===== src/rtl/rcs_pkg.sv =====
package rcs_pkg;

  localparam int SLOTS_PER_REF = 30;
  localparam int HALF_SLOTS    = SLOTS_PER_REF / 2;
  localparam int MAX_Q         = 4;
  localparam int NUM_RATIOS    = 8;
  localparam int SEL_W         = $clog2(NUM_RATIOS);
  localparam int SLOT_W        = $clog2(SLOTS_PER_REF);
  localparam int PER_W         = (MAX_Q > 1) ? $clog2(MAX_Q) : 1;
  localparam int QLEN_W        = $clog2(MAX_Q + 1);
  localparam int PAT_DEPTH     = SLOTS_PER_REF * MAX_Q;
  localparam int ADDR_W        = $clog2(PAT_DEPTH);

  // Numerator of the ratio selected by a code.
  function automatic int ratio_num(input int code);
    case (code)
      0:       return 1;
      1:       return 3;
      2:       return 5;
      3:       return 2;
      4:       return 5;
      5:       return 3;
      6:       return 15;
      default: return 5;
    endcase
  endfunction

  // Denominator (pattern length in reference periods).
  function automatic int ratio_den(input int code);
    case (code)
      1:       return 2;
      2:       return 3;
      4:       return 2;
      6:       return 4;
      default: return 1;
    endcase
  endfunction

  // A toggle falls in slot idx when a multiple of HALF_SLOTS*Q/P lands
  // in (idx-1, idx]; non-integer spacings round up to the next slot.
  function automatic bit toggle_at(input int code, input int idx);
    int p;
    int q;
    p = ratio_num(code);
    q = ratio_den(code);
    if (idx >= SLOTS_PER_REF * q) return 1'b0;
    if (idx == 0) return 1'b1;
    return ((idx * p) / (HALF_SLOTS * q)) != (((idx - 1) * p) / (HALF_SLOTS * q));
  endfunction

endpackage


===== src/rtl/rcs_slot_seq.sv =====
module rcs_slot_seq
  import rcs_pkg::*;
(
  input  logic              clk,
  input  logic              rst_n,
  input  logic              tick,
  input  logic [QLEN_W-1:0] q_len,
  output logic [SLOT_W-1:0] slot_idx,
  output logic [PER_W-1:0]  period_idx,
  output logic              at_start,
  output logic              at_last
);

  localparam logic [SLOT_W-1:0] LAST_SLOT = SLOT_W'(SLOTS_PER_REF - 1);

  logic [SLOT_W-1:0] slot_q, slot_d;
  logic [PER_W-1:0]  period_q, period_d;
  logic              last_period;

  assign last_period = (QLEN_W'(period_q) == (q_len - QLEN_W'(1)));
  assign at_last     = (slot_q == LAST_SLOT) && last_period;
  assign at_start    = (slot_q == '0) && (period_q == '0);

  always_comb begin
    slot_d   = slot_q;
    period_d = period_q;
    if (tick) begin
      if (slot_q == LAST_SLOT) begin
        slot_d   = '0;
        period_d = last_period ? '0 : period_q + PER_W'(1);
      end else begin
        slot_d = slot_q + SLOT_W'(1);
      end
    end
  end

  always_ff @(posedge clk or negedge rst_n) begin
    if (!rst_n) begin
      slot_q   <= '0;
      period_q <= '0;
    end else begin
      slot_q   <= slot_d;
      period_q <= period_d;
    end
  end

  assign slot_idx   = slot_q;
  assign period_idx = period_q;

endmodule


===== src/rtl/rcs_ratio_hold.sv =====
module rcs_ratio_hold
  import rcs_pkg::*;
(
  input  logic              clk,
  input  logic              rst_n,
  input  logic              tick,
  input  logic              at_start,
  input  logic [SEL_W-1:0]  sel_in,
  output logic [SEL_W-1:0]  sel_eff,
  output logic [SEL_W-1:0]  sel_held,
  output logic [QLEN_W-1:0] q_len
);

  logic [SEL_W-1:0] sel_q, sel_d;
  logic             load_en;

  // The request is honoured only when a new pattern begins.
  assign load_en = tick && at_start;
  assign sel_eff = at_start ? sel_in : sel_q;
  assign q_len   = QLEN_W'(ratio_den(int'(sel_eff)));

  always_comb begin
    sel_d = sel_q;
    if (load_en) sel_d = sel_in;
  end

  always_ff @(posedge clk or negedge rst_n) begin
    if (!rst_n) sel_q <= '0;
    else        sel_q <= sel_d;
  end

  assign sel_held = sel_q;

endmodule


===== src/rtl/rcs_pattern_rom.sv =====
module rcs_pattern_rom
  import rcs_pkg::*;
(
  input  logic [SEL_W-1:0]  code,
  input  logic [ADDR_W-1:0] addr,
  output logic              toggle
);

  logic [PAT_DEPTH-1:0] rom_q [NUM_RATIOS];

  for (genvar c = 0; c < NUM_RATIOS; c++) begin : g_ratio
    for (genvar a = 0; a < PAT_DEPTH; a++) begin : g_slot
      localparam logic BIT_V = toggle_at(c, a);
      assign rom_q[c][a] = BIT_V;
    end
  end

  always_comb begin
    toggle = 1'b0;
    if (int'(addr) < PAT_DEPTH) toggle = rom_q[code][addr];
  end

endmodule


===== src/rtl/rcs_edge_out.sv =====
module rcs_edge_out
  import rcs_pkg::*;
(
  input  logic              clk,
  input  logic              rst_n,
  input  logic              tick,
  input  logic              toggle,
  input  logic [SLOT_W-1:0] slot_idx,
  input  logic              at_last,
  output logic              core_clk,
  output logic              io_clk,
  output logic              wrap
);

  logic core_q, core_d;
  logic io_q, io_d;
  logic wrap_q, wrap_d;

  always_comb begin
    core_d = core_q;
    io_d   = io_q;
    if (tick) begin
      core_d = core_q ^ toggle;
      io_d   = (slot_idx < SLOT_W'(HALF_SLOTS));
    end
    wrap_d = tick && at_last;
  end

  always_ff @(posedge clk or negedge rst_n) begin
    if (!rst_n) begin
      core_q <= 1'b0;
      io_q   <= 1'b0;
      wrap_q <= 1'b0;
    end else begin
      core_q <= core_d;
      io_q   <= io_d;
      wrap_q <= wrap_d;
    end
  end

  assign core_clk = core_q;
  assign io_clk   = io_q;
  assign wrap     = wrap_q;

endmodule


===== src/rtl/rcs_rational_clk_synth.sv =====
module rcs_rational_clk_synth
  import rcs_pkg::*;
(
  input  logic             clk,
  input  logic             rst_n,
  input  logic             slot_tick,
  input  logic [SEL_W-1:0] ratio_sel,
  output logic             core_clk,
  output logic             io_clk,
  output logic             pattern_wrap
);

  logic [SLOT_W-1:0] slot_idx;
  logic [PER_W-1:0]  period_idx;
  logic              at_start;
  logic              at_last;
  logic [SEL_W-1:0]  sel_eff;
  logic [SEL_W-1:0]  sel_held;
  logic [QLEN_W-1:0] q_len;
  logic [ADDR_W-1:0] rom_addr;
  logic              toggle;

  rcs_slot_seq i_seq (
    .clk        (clk),
    .rst_n      (rst_n),
    .tick       (slot_tick),
    .q_len      (q_len),
    .slot_idx   (slot_idx),
    .period_idx (period_idx),
    .at_start   (at_start),
    .at_last    (at_last)
  );

  rcs_ratio_hold i_hold (
    .clk      (clk),
    .rst_n    (rst_n),
    .tick     (slot_tick),
    .at_start (at_start),
    .sel_in   (ratio_sel),
    .sel_eff  (sel_eff),
    .sel_held (sel_held),
    .q_len    (q_len)
  );

  assign rom_addr = ADDR_W'(period_idx) * ADDR_W'(SLOTS_PER_REF) + ADDR_W'(slot_idx);

  rcs_pattern_rom i_rom (
    .code   (sel_eff),
    .addr   (rom_addr),
    .toggle (toggle)
  );

  rcs_edge_out i_out (
    .clk      (clk),
    .rst_n    (rst_n),
    .tick     (slot_tick),
    .toggle   (toggle),
    .slot_idx (slot_idx),
    .at_last  (at_last),
    .core_clk (core_clk),
    .io_clk   (io_clk),
    .wrap     (pattern_wrap)
  );

endmodule


===== config.mk =====
export PLATFORM = sky130hd
export DESIGN_NAME = rcs_rational_clk_synth
export DESIGN_NICKNAME = d
export VERILOG_FILES = /design/src/rtl/rcs_pkg.sv /design/src/rtl/rcs_slot_seq.sv /design/src/rtl/rcs_ratio_hold.sv /design/src/rtl/rcs_pattern_rom.sv /design/src/rtl/rcs_edge_out.sv /design/src/rtl/rcs_rational_clk_synth.sv
export SDC_FILE = /design/constraint.sdc
export NUM_CORES = 1
export LEC_CHECK = 0
export CORE_MARGIN = 5
export CORE_UTILIZATION = 41
export CTS_CLUSTER_SIZE = 28
export DETAILED_ROUTE_END_ITERATION = 6
export PLACE_DENSITY_LB_ADDON = 0.2
export SKIP_CTS_REPAIR_TIMING = 1
export SYNTH_ARGS = -nofsm -noshare
export SYNTH_HDL_FRONTEND = slang
export SYNTH_HIERARCHICAL = 1
export SYNTH_SLANG_ARGS = --single-unit

===== constraint.sdc =====
create_clock -name clk -period 3.8 [get_ports clk]
set_clock_uncertainty 0.1 [all_clocks]
set_input_delay 0.38 -clock clk [delete_from_list [all_inputs] [get_ports clk]]
set_output_delay 0.38 -clock clk [all_outputs]
set_load 0.05 [all_outputs]

* Yosys cells after proc, flatten, opt, wreduce, memory -nomap -nowiden
Memories as Yosys holds them, arrays and structs flattened.
Index checks and enable logic that the tools add are counted.
** Cells by class
- $add $sub $neg :: 4
- Multipliers :: 1
- $lt $le $gt $ge :: 4
- Equality and inequality tests :: 6
- Mux-type cells :: 9
- Bitwise gates (word level) :: 2
- Reductions and logical operators :: 8
** Operator list (count)
- 120-bit two-way mux :: 2
- 3-bit case mux with 3 select lines :: 1
- 7-bit by 8-bit < comparator with 1-bit output (second input constant) :: 1
- 7-bit by 5-bit adder with 7-bit output :: 1
- 1-bit binary-select mux with 7-bit select :: 1
- 7-bit < comparator (second input constant) :: 1
- 3-bit == test (second input constant) :: 2
- 2-bit by 4-bit multiplier with 6-bit output (second input constant) :: 1
- 5-bit by 1-bit adder with 5-bit output (second input constant) :: 1
- 5-bit == test (second input constant) :: 1
- 5-bit logical NOT :: 1
- 5-bit by 4-bit < comparator with 1-bit output (second input constant) :: 1
- 5-bit two-way mux :: 1
- 4-bit greater-or-equal comparator (second input constant) :: 1
- 1-bit logical AND :: 4
- 3-bit inverter with 4-bit output :: 1
- 2-bit by 3-bit == test with 1-bit output :: 1
- 3-bit by 1-bit == test with 1-bit output (second input constant) :: 1
- 3-bit by 2-bit == test with 1-bit output (second input constant) :: 1
- 3-bit two-way mux :: 1
- 3-bit by 1-bit subtractor with 3-bit output (second input constant) :: 1
- 2-bit by 1-bit adder with 2-bit output (second input constant) :: 1
- 2-bit logical NOT :: 1
- 1-bit two-way mux :: 2
- other kinds (4) :: 4
** Word-level totals
- Register bits :: 13
- Bits in read-only memories :: 960
- Bits of input ports :: 6
- Logic and storage cells :: 41
- Memories kept :: 1
** Memories
- (no name shown) :: depth 8, bits a word 120, rd ports 1, clocked after Yosys merged registers in 0, wr ports 0, line rcs_pattern_rom.sv:20 : if (int'(addr) < PAT_DEPTH) toggle = rom_q[code][addr];

* Logic depth before layout (Yosys ltp)
- Word-level depth :: 11
- Depth in mapped cells :: 15

* Modules after synthesis
The synthesis kept the hierarchy.
** Modules (own cells, without submodules)
- rcs_pattern_rom :: instances 1, cells each 100, area an instance 750.7 um^2, seq. area each 0.0 um^2
- rcs_slot_seq :: instances 1, cells each 52, area an instance 481.7 um^2, seq. area each 175.2 um^2
- rcs_rational_clk_synth :: instances 1, cells each 29, area an instance 222.7 um^2, seq. area each 0.0 um^2
- rcs_ratio_hold :: instances 1, cells each 19, area an instance 197.7 um^2, seq. area each 75.1 um^2
- rcs_edge_out :: instances 1, cells each 8, area an instance 117.6 um^2, seq. area each 75.1 um^2

* Least setup slack after synthesis
OpenSTA, ideal clock, no wires.
- Path type :: register -> register
- Start :: reg i_seq.slot_q[0], in the netlist i_seq/slot_idx[0]
- End :: reg i_out.core_q, in the netlist i_out/core_clk
- Library setup time :: 0.140 ns
- Arrival time :: 2.812 ns
- Required time :: 3.560 ns
- Slack :: 0.748 ns
- Cell stages (with the launch flop) :: 16
- Path buffers :: 1
- Cells stage by stage :: dfrtp_1 -> inv_1 -> ha_1 -> and4b_1 -> mux2i_2 -> inv_1 -> inv_1 -> ha_1 -> clkbuf_1 -> nor2b_1 -> nand4_1 -> o221ai_2 -> a32oi_1 -> o211ai_1 -> nand2_1 -> xnor2_1
** On the way
- Word-level cells in the longest chain between the ends :: 11
- Elaborated cells on any way between the ends :: 13
** Ends and longest elaborated chain
- start: declaration :: line rcs_slot_seq.sv:16 : logic [SLOT_W-1:0] slot_q, slot_d;
- start signal: assignment :: line rcs_slot_seq.sv:42 : slot_q <= slot_d;
- 5-bit logical NOT :: line rcs_slot_seq.sv:22 : assign at_start = (slot_q == '0) && (period_q == '0);
- 1-bit logical AND :: line rcs_slot_seq.sv:22
- named net at_start :: line rcs_rational_clk_synth.sv:15 : logic at_start;
- 3-bit two-way mux :: line rcs_ratio_hold.sv:19 : assign sel_eff = at_start ? sel_in : sel_q;
- named net sel_eff[0] :: line rcs_rational_clk_synth.sv:17 : logic [SEL_W-1:0] sel_eff;
- 3-bit inverter with 4-bit output (not written as such) :: line rcs_pattern_rom.sv:20
- memory read 8 x 120 bit
- 120-bit two-way mux (not written as such) (2 in series) :: line rcs_pattern_rom.sv:20
- 1-bit binary-select mux with 7-bit select :: line rcs_pattern_rom.sv:20
- 1-bit two-way mux (not written as such) :: line rcs_pattern_rom.sv:20
- 1-bit two-way mux :: line rcs_pattern_rom.sv:20
- named net toggle :: line rcs_rational_clk_synth.sv:21 : logic toggle;
- 1-bit bitwise XOR :: line rcs_edge_out.sv:23 : core_d = core_q ^ toggle;
- end signal: assignment :: line rcs_edge_out.sv:35 : core_q <= core_d;
- end: declaration :: line rcs_edge_out.sv:15 : logic core_q, core_d;
The timed path passes the listed nets, and every way through them passes these cells. The select of a mux whose other input is x is not followed.
A chain may end at the register's enable or synchronous reset.

* Final worst setup path
- Start :: reg i_seq.slot_q[1], in the netlist i_seq/slot_idx[1]
- End :: reg i_out.core_q, in the netlist i_out/core_clk
Same word-level chain as after synthesis.

==> results.txt <==
Largest net degree at the start of global routing: 26
Area share of and/or/nand/nor cells after synthesis: 22.6%
Power per cell area: 961 nW/µm²
Cell area after layout: 1940 µm²
Placement row count: 23
Setup repair after global routing missed its margin: no
Iteration count of the initial detailed-routing pass: 4
Endpoint kind of the worst setup timing path: flip-flop
Setup violations, final: 0
Clock Tree Root: sky130_fd_sc_hd__clkbuf_8
Worst-case vdd ir drop: 0.495 mV
Synth Area in Compound Gates: 20.4%
Flop2flop setup slack: 0.42 ns
Total placed instance area: 1900 µm²
Total via count after detailed routing: 1529
Initial DRC Count: 73
Number of storage elements in the synthesis netlist: 13
Worst hold path depth: 1
Predominant post-synthesis flop cell: sky130_fd_sc_hd__dfrtp_1
Global-route usage over all layers: 14.5%
Clock-pin transition on the worst setup and hold timing paths: 0.05 ns
Maximum clock path buffer count: 2
Setup CP Type: flip-flop to flip-flop
Dominant combinational cell family by area after synthesis: simple AND/OR/NAND/NOR gates
Minimum clock period: 3.38 ns
Worst setup path start: i_seq/slot_idx[1]
Worst flop-to-flop path startpoint: i_seq/slot_idx[1]
Initial antenna violation count: 0
Initial Util: 43.3%
Status: finished, final reports clean
Grt ovf: 0
Signed area change from the synthesized netlist to the final layout: 9.61%
Detail-routed net length per standard cell: 14.4 µm
Reg-to-reg critical path endpoint: i_out/core_clk
Commonest non-fill, non-tap cells in the layout: sky130_fd_sc_hd__inv_1 (22), sky130_fd_sc_hd__ha_1 (18), sky130_fd_sc_hd__dfrtp_1 (13), sky130_fd_sc_hd__nand2_1 (12), sky130_fd_sc_hd__o21ai_0 (11)
Number of warnings reported in the yosys synthesis log: 6
Synthesized area: 1770 µm²
Post-Route WL: 3870 µm
Kind of launch point of the worst setup path: flip-flop
Number of different library cells in the post-synthesis netlist: 60
Share of final-layout standard cells stronger than drive strength 1: 14.2%
Post-DP HPWL: 2890 µm
Cell count after synthesis: 208
CP required: 3.82 ns
Synth Area in Adders: 13.9%
Number of cells traversed by the worst register-to-register path: 13
Post-route fraction of the period consumed by the critical path: 89.0%
Die outline width: 75.7 µm
Placeable core region: 4090 µm²
Post-synthesis share of cell area spent on xor and xnor gates: 5.87%
Worst skew pair latency: 0.24 ns
TritonCTS clock tree: done
Layout net count: 244
Worst Max-Slew Pin Slew: 0.775 ns
Post-synth EDFFs: 0
Timing-limited maximum frequency: 0.296 GHz
Drt drc: 0
Crit-path max FO: 11
Area enclosed by the die boundary: 5730 µm²
Multi-input gate area in the final layout: 1270 µm²
Proportion of synthesized chip area in sequential cells: 18.4%
Setup Total Neg Slack: 0 ns
Relative max-transition margin: 48.3%
Share of cell area taken by muxes after synthesis: 9.19%
Origin of the worst min-delay path: i_hold/sel_held[1]
Clk sinks: 13
Final Power: 1870 µW
Via count of the first global-routing pass: 1341
Maximum capacitance violations: 0
Post-Synthesis Net Count: 233
Most common library cell in the layout ignoring fill and taps: sky130_fd_sc_hd__inv_1
Filler Cell Count: 410
Worst Path Arrival: 3.40 ns
Ant diodes: 0
Max-slew violation count: 0
Number of buffers created by CTS: 3
Async set or reset register ratio after synthesis: 100%
Static Leak: 0.000857 µW
Path type of the worst min-delay path: flip-flop to flip-flop
Total number of H-tree levels: 1
Syn_area_per_cell: 8.51 µm²
Final count of hold timing violations: 0
Port bufs: 8
Die extent in y: 75.7 µm
Final antenna-violating net count: 0
Worst Hold Endpoint: i_hold/sel_held[1]
Vias per std cell: 5.71
Wire length of the first global-routing pass: 6500 µm
Number of I/O pins: 9
Final estimated routing congestion in global placement: 0.838
Footprint of the flip-flops and latches: 325 µm²
-- worst max-delay path by stage --
stage                     slack [ns]        endpoint  depth (start not counted)
final                           0.42  i_out/core_clk                         13
after global routing             0.1  i_out/core_clk                         14
after CTS                       0.41  i_out/core_clk                         14
after detailed placement        0.44  i_out/core_clk                         14
after global placement          0.50  i_out/core_clk                         14
after floorplan                 0.75  i_out/core_clk                         15
-- critical path, cell delays in order (launching register included) --
cell                        delay, ns
sky130_fd_sc_hd__dfrtp_1         0.43
sky130_fd_sc_hd__inv_1           0.11
sky130_fd_sc_hd__ha_1            0.15
sky130_fd_sc_hd__and4b_1         0.35
sky130_fd_sc_hd__mux2i_2         0.37
sky130_fd_sc_hd__inv_1           0.21
sky130_fd_sc_hd__inv_1           0.14
sky130_fd_sc_hd__ha_1            0.37
sky130_fd_sc_hd__nand4bb_1       0.22
sky130_fd_sc_hd__a311oi_1        0.32
sky130_fd_sc_hd__a311oi_1        0.08
sky130_fd_sc_hd__o211ai_1        0.18
sky130_fd_sc_hd__nand2_1         0.08
sky130_fd_sc_hd__xnor2_1         0.14
-- power by group --
group | internal, µW | total (µW) | switching, µW
sequential | 187 | 229 | 42.3
combinational | 646 | 1520 | 871
clock | 73.8 | 119 | 45.4
total | 906 | 1870 | 959
-- layer usage --
layer | wire, µm | global-route usage [%]
met4 | 0 | 2.14
met2 | 1740 | 22.5
met5 | 0 | 0
met3 | 146 | 2.64
met1 | 1980 | 21.3
-- state kept, by name (all words and copies together), names as in the netlist --
register / flops
i_out/core_clk: 1
i_out/wrap: 1
i_hold/sel_held: 3
i_seq/slot_idx: 5
i_out/io_clk: 1
i_seq/period_idx: 2
-- stage by stage --
step                std cells  hold WS, ns  setup WS [ns]  utilization (%)
floorplan                 208      -0.0156          0.748                -
global placement          264        0.389          0.501             46.4
detailed placement        264        0.396          0.440             46.4
CTS                       268        0.408          0.408             47.5
global route              268        0.432         0.0955             47.5
finish                    268        0.409          0.420             47.5
-- cells in the mapped netlist, types with 3 or more instances --
library cell,number,area (µm²)
sky130_fd_sc_hd__a21oi_1,8,40.0
sky130_fd_sc_hd__a311oi_1,3,26.3
sky130_fd_sc_hd__a31oi_1,4,25.0
sky130_fd_sc_hd__and2_1,4,25.0
sky130_fd_sc_hd__buf_6,5,56.3
sky130_fd_sc_hd__clkbuf_1,3,11.3
sky130_fd_sc_hd__dfrtp_1,13,325
sky130_fd_sc_hd__ha_1,18,225
sky130_fd_sc_hd__inv_1,22,82.6
sky130_fd_sc_hd__mux2_1,4,45.0
sky130_fd_sc_hd__mux2_2,4,45.0
sky130_fd_sc_hd__mux2i_1,3,30.0
sky130_fd_sc_hd__nand2_1,12,45.0
sky130_fd_sc_hd__nand3_1,10,50.1
sky130_fd_sc_hd__nand4_1,4,25.0
sky130_fd_sc_hd__nor2_1,8,30.0
sky130_fd_sc_hd__nor2b_1,3,18.8
sky130_fd_sc_hd__o211ai_1,3,22.5
sky130_fd_sc_hd__o21ai_0,11,55.1
sky130_fd_sc_hd__o21ai_1,6,30.0
sky130_fd_sc_hd__xnor2_1,6,52.6
sky130_fd_sc_hd__xor2_1,4,35.0
-- area by class of cell --
class                      instances  area share (%)
multi-input combinational        161            65.6
sequential                        13            16.8
timing repair buffer              17            7.61
inverter                          23            4.45
tap                               50            3.22
clock buffer                       4            2.32
-- logic make-up after synthesis --
logic type	after synthesis
AOI/OAI and AO/OA	52
xor gates and xnor gates	11
adders and majority gates	19
buffers and inverters	34
DFF	13
muxes	14
and+or+nand+nor	65
Power figures use the tool's default switching activity.
